$ cat src/rtl/uaf_pkg.sv
package uaf_pkg;
   typedef enum logic [1:0] {
      WR_NONE  = 2'd0,
      WR_STORE = 2'd1,
      WR_ARM   = 2'd2,
      WR_BAD   = 2'd3
   } wr_kind_e;
endpackage

$ cat src/rtl/uaf_regs.sv
module uaf_regs
   import uaf_pkg::*;
#(
   parameter int unsigned ADDR_W    = 7,
   parameter bit          ASYNC_RST = 1'b1
) (
   input  logic              clk,
   input  logic              rst_n,
   input  logic              clr,
   input  logic              wr_en,
   input  logic [ADDR_W-1:0] wr_addr,
   input  logic              wr_enbit,
   output logic [ADDR_W-1:0] stored,
   output logic              enabled,
   output logic              err
);
   wr_kind_e          kind;
   logic [ADDR_W-1:0] addr_q, addr_d;
   logic              en_q, en_d, err_q, err_d;

   always_comb begin
      if (!wr_en)                kind = WR_NONE;
      else if (!wr_enbit)        kind = WR_STORE;
      else if (wr_addr == addr_q) kind = WR_ARM;
      else                       kind = WR_BAD;
   end

   always_comb begin
      addr_d = addr_q;
      en_d   = en_q;
      err_d  = err_q;
      if (clr) begin
         addr_d = '0;
         en_d   = 1'b0;
         err_d  = 1'b0;
      end else begin
         unique case (kind)
            WR_STORE: begin
               addr_d = wr_addr;
               en_d   = 1'b0;
            end
            WR_ARM:   en_d = 1'b1;
            WR_BAD: begin
               en_d  = 1'b0;
               err_d = 1'b1;
            end
            default: ;
         endcase
      end
   end

   if (ASYNC_RST) begin : g_async
      always_ff @(posedge clk or negedge rst_n) begin
         if (!rst_n) begin
            addr_q <= '0;
            en_q   <= 1'b0;
            err_q  <= 1'b0;
         end else begin
            addr_q <= addr_d;
            en_q   <= en_d;
            err_q  <= err_d;
         end
      end
   end else begin : g_sync
      always_ff @(posedge clk) begin
         if (!rst_n) begin
            addr_q <= '0;
            en_q   <= 1'b0;
            err_q  <= 1'b0;
         end else begin
            addr_q <= addr_d;
            en_q   <= en_d;
            err_q  <= err_d;
         end
      end
   end

   assign stored  = addr_q;
   assign enabled = en_q;
   assign err     = err_q;
endmodule

$ cat src/rtl/uaf_match.sv
module uaf_match #(
   parameter int unsigned ADDR_W = 7
) (
   input  logic              tok_valid,
   input  logic [ADDR_W-1:0] tok_addr,
   input  logic [ADDR_W-1:0] own_addr,
   output logic              hit
);
   logic [ADDR_W-1:0] bit_eq;

   for (genvar i = 0; i < ADDR_W; i++) begin : g_bit
      assign bit_eq[i] = ~(tok_addr[i] ^ own_addr[i]);
   end

   assign hit = tok_valid & (&bit_eq);
endmodule

$ cat src/rtl/usbaddr_filter.sv
module usbaddr_filter #(
   parameter int unsigned ADDR_W    = 7,
   parameter int unsigned DATA_W    = 8,
   parameter int unsigned ADDR_LSB  = 0,
   parameter int unsigned EN_BIT    = 7,
   parameter bit          ASYNC_RST = 1'b1
) (
   input  logic              clk,
   input  logic              rst_n,
   input  logic              ctrl_en,
   input  logic              bus_rst,
   input  logic              wr_en,
   input  logic [DATA_W-1:0] wr_data,
   input  logic              tok_valid,
   input  logic [ADDR_W-1:0] tok_addr,
   output logic [ADDR_W-1:0] eff_addr,
   output logic              addr_enabled,
   output logic              cfg_err,
   output logic              tok_accept
);
   localparam int unsigned FIELD_HI = ADDR_LSB + ADDR_W - 1;

   if (FIELD_HI >= DATA_W) begin : g_bad_field
      $error("address field does not fit in the write word");
   end
   if (EN_BIT >= DATA_W) begin : g_bad_en
      $error("enable bit lies outside the write word");
   end
   if (EN_BIT >= ADDR_LSB && EN_BIT <= FIELD_HI) begin : g_overlap
      $error("enable bit overlaps the address field");
   end

   logic [ADDR_W-1:0] stored;
   logic              enabled;
   logic              clr;

   assign clr = !ctrl_en || bus_rst;

   uaf_regs #(.ADDR_W(ADDR_W), .ASYNC_RST(ASYNC_RST)) u_regs (
      .clk     (clk),
      .rst_n   (rst_n),
      .clr     (clr),
      .wr_en   (wr_en),
      .wr_addr (wr_data[FIELD_HI:ADDR_LSB]),
      .wr_enbit(wr_data[EN_BIT]),
      .stored  (stored),
      .enabled (enabled),
      .err     (cfg_err)
   );

   assign eff_addr     = enabled ? stored : '0;
   assign addr_enabled = enabled;

   uaf_match #(.ADDR_W(ADDR_W)) u_match (
      .tok_valid(tok_valid),
      .tok_addr (tok_addr),
      .own_addr (eff_addr),
      .hit      (tok_accept)
   );
endmodule

$ cat config.mk
export PLATFORM = sky130hd
export DESIGN_NAME = usbaddr_filter
export DESIGN_NICKNAME = d
export VERILOG_FILES = /design/src/rtl/uaf_pkg.sv /design/src/rtl/uaf_regs.sv /design/src/rtl/uaf_match.sv /design/src/rtl/usbaddr_filter.sv
export SDC_FILE = /design/constraint.sdc
export NUM_CORES = 1
export LEC_CHECK = 0
export ABC_AREA = 1
export ABC_CLOCK_PERIOD_IN_PS = 1300
export BUFFER_PORTS_ARGS = -buffer_cell sky130_fd_sc_hd__buf_2
export CAP_MARGIN = 20
export CORE_MARGIN = 10
export CORE_UTILIZATION = 30
export CTS_BUF_LIST = sky130_fd_sc_hd__clkbuf_8
export CTS_CLUSTER_DIAMETER = 100
export DETAILED_ROUTE_END_ITERATION = 16
export PLACE_DENSITY = 0.54
export REMOVE_ABC_BUFFERS = 1
export SLEW_MARGIN = 20
export SYNTH_ARGS = -nofsm -noshare
export SYNTH_HDL_FRONTEND = slang
export SYNTH_SLANG_ARGS = --single-unit
$ cat constraint.sdc
create_clock -name clk -period 1.3 [get_ports clk]
set_input_delay 0.26 -clock clk [delete_from_list [all_inputs] [get_ports clk]]
set_output_delay 0.26 -clock clk [all_outputs]
set_load 0.05 [all_outputs]
==> reports/results.ini <==
[status]
status=complete, but fails checks
violations=setup timing

[critical_path]
required_ns=1.04
crit_path_start_kind=flop
cp_max_fo=8
critPathCaptureType=output pin
arrival_ns=1.41
crit_type=flop to output pin

[sta]
tightest_slew_ns=0.259
whs_ns=0.299
hold_violations=0
slew_headroom=0.826
setup_viol=4
timing.fmax_mhz=597
slew_viol_final=0
min_period_over_period=1.29
finalClockSkew_ns=0.00636
grt_setup_unrepaired=true
finalWorstSetupSlack_ns=-0.375
period_minus_slack_ns=1.67
fin_tns_setup_ns=-0.627

[synth]
synth_area_per_cell_sq_um=6.42
synth.area.top_cells=dfrtp_1, nand2_1, inv_1, nand3_1, o21ai_1
yosysWarnings=0
synth_area_sq_um=693
yosysTopAreaCell=dfrtp_1
yosysUniqueCellTypes=17
syn_inst=108
yosysTopAreaCellShare=0.325
yosysSeqAreaShare=0.325
ys_ff_latch=9

[floorplan]
die_area_sq_um=4630
start_util=0.313
std_cell_rows=17
coreArea_sq_um=2210
die_width_um=68.1
io_pins=31
die_h_um=68.1

[layout]
fillCellCount=239
layout.nets=175
area_growth_pct=55.2
finalInstanceArea_sq_um=1080
drive_above_1_share=0.431
diodes=0

[routing]
wirelength_um=2040
ant_nets=0
routedWlPerCell_um=11.3
routed_via_density=4.34
first_pass_iters=4
drc=0
via_count=785
drtIter0Drc=10

[place]
place_congestion=0.798
place_area_sq_um=931
pre_cts_ws_ns=-0.276
port_buffers=30
dp_hpwl_um=1640

[global_routing]
grt_pass1_vias=777
antenna_found_initial=0
grt_usage=0.0938
grt_pass1_wl_um=3310
grt-ovfl-total=0
grt_max_degree=15

[cts]
clk_pin_slew_ns=0.05
clkSinkCount=9
cts_buffers=3
cts_tree=done
cts_htree_levels=1
cts_root_buffer=clkbuf_8
clock_latency_ns=0.24
clockBufferDepth=2

[run]
drv_cap=0

[power_and_ir_drop]
p_leak_nw=0.630
powerDensity_nw_per_um2=754
vdd_ir_drop_max_mv=0.485

[min_path]
worst_hold_path_type=input pin to flop

==> synthesized netlist by cell type (all sizes together) <==
| master | n |
|---|---|
| nand2 | 35 |
| xor2 | 1 |
| nor2 | 6 |
| o22ai | 1 |
| xnor2 | 3 |
| o21ai | 7 |
| a21oi | 4 |
| nand3 | 9 |
| inv | 29 |
| o2111ai | 1 |
| buf | 2 |
| dfrtp | 9 |
| nand4 | 1 |
==> area by class of cell <==
cell class,count,area [sq um],area share
multi-input combinational,68,349,0.324
sequential,9,226,0.210
timing repair buffer,43,310,0.288
tap,28,35.0,0.0326
clock buffer,3,41.3,0.0384
inverter,29,109,0.101
clock inverter,1,5.00,0.00465
==> critical path: stages, from the launching register on <==
cell	delay, ns
dfrtp_2	0.44
nand2_2	0.10
xnor2_1	0.13
a21oi_1	0.11
nand4_1	0.09
nor2_1	0.14
buf_6	0.17
==> repair_timing <==
action,in CTS,in global routing
gates resized for setup,12,14
setup endpoints to repair,9,11
buffers inserted,1,1
pin swaps,0,2
hold buffers,1,0
hold endpoints to repair,9,0
==> logic make-up (layout without fill, tap and decap cells) <==
family / after synthesis / count (layout) / synth area share
AOI/OAI and AO/OA: 13 / 13 / 0.101
xor gates and xnor gates: 4 / 4 / 0.0506
buffers and inverters: 31 / 76 / 0.190
DFF: 9 / 9 / 0.325
and+or+nand+nor: 51 / 51 / 0.334
==> through the flow <==
step            util  power [mW]  instances
6_report       0.486       0.811        181
3_3_place_gp   0.421       0.473        174
4_1_cts        0.464       0.819        180
2_1_floorplan      -       0.391        106
3_5_place_dp   0.421       0.477        174
5_1_grt        0.486       0.866        181
==> report_power, final <==
part	total [mW]	internal [mW]	switching, mW
clock network	0.331	0.210	0.121
registers	0.303	0.294	0.00922
logic	0.177	0.0799	0.0972
==> cells in the final DEF (no fill, tap or decap), types with 2 or more instances in the layout <==
cell type  Yosys  final
inv_2          8     10
nand2_2        3      5
inv_1         21     19
nor2_1         4      4
clkbuf_8       0      3
dfrtp_1        9      8
buf_6          2      8
buf_4          0     12
a21oi_2        0      2
nand3_1        9      9
buf_2          0     21
o21ai_1        7      7
xnor2_1        3      3
a21oi_1        4      2
nand2_1       32     30
==> final timing paths <==
| check | start | endpoint | slack [ns] | depth (start not counted) |
|---|---|---|---|---|
| setup / recovery | u_regs.enabled | tok_accept | -0.37 | 6 |
| hold / removal | wr_data[1] | u_regs.stored[1] | 0.30 | 3 |
| setup reg to reg | u_regs.stored[0] | u_regs.enabled | 0.15 | 10 |
| hold reg to reg | u_regs.err | u_regs.err | 0.52 | 2 |
| max in group asynchronous | rst_n | u_regs.enabled | 0.69 | 2 |
| min in group asynchronous | rst_n | u_regs.err | 0.40 | 2 |
==> routing by layer <==
| layer | part of all wire | global-route usage | vias to the layer above | routed length (um) |
|---|---|---|---|---|
| met1 | 0.45 | 0.110 | 337 | 927 |
| met5 | 0 | 0 | - | 0 |
| li1 | - | - | 414 | - |
| met3 | 0.091 | 0.0359 | 5 | 185 |
| met2 | 0.43 | 0.143 | 29 | 885 |
| met4 | 0.020 | 0.0528 | 0 | 40 |
==> registers in the layout (all words and copies together), names as in the netlist <==
name and flops:
u_regs.enabled 1, u_regs.stored 7, u_regs.err 1
(Power assumes the default switching activity.)
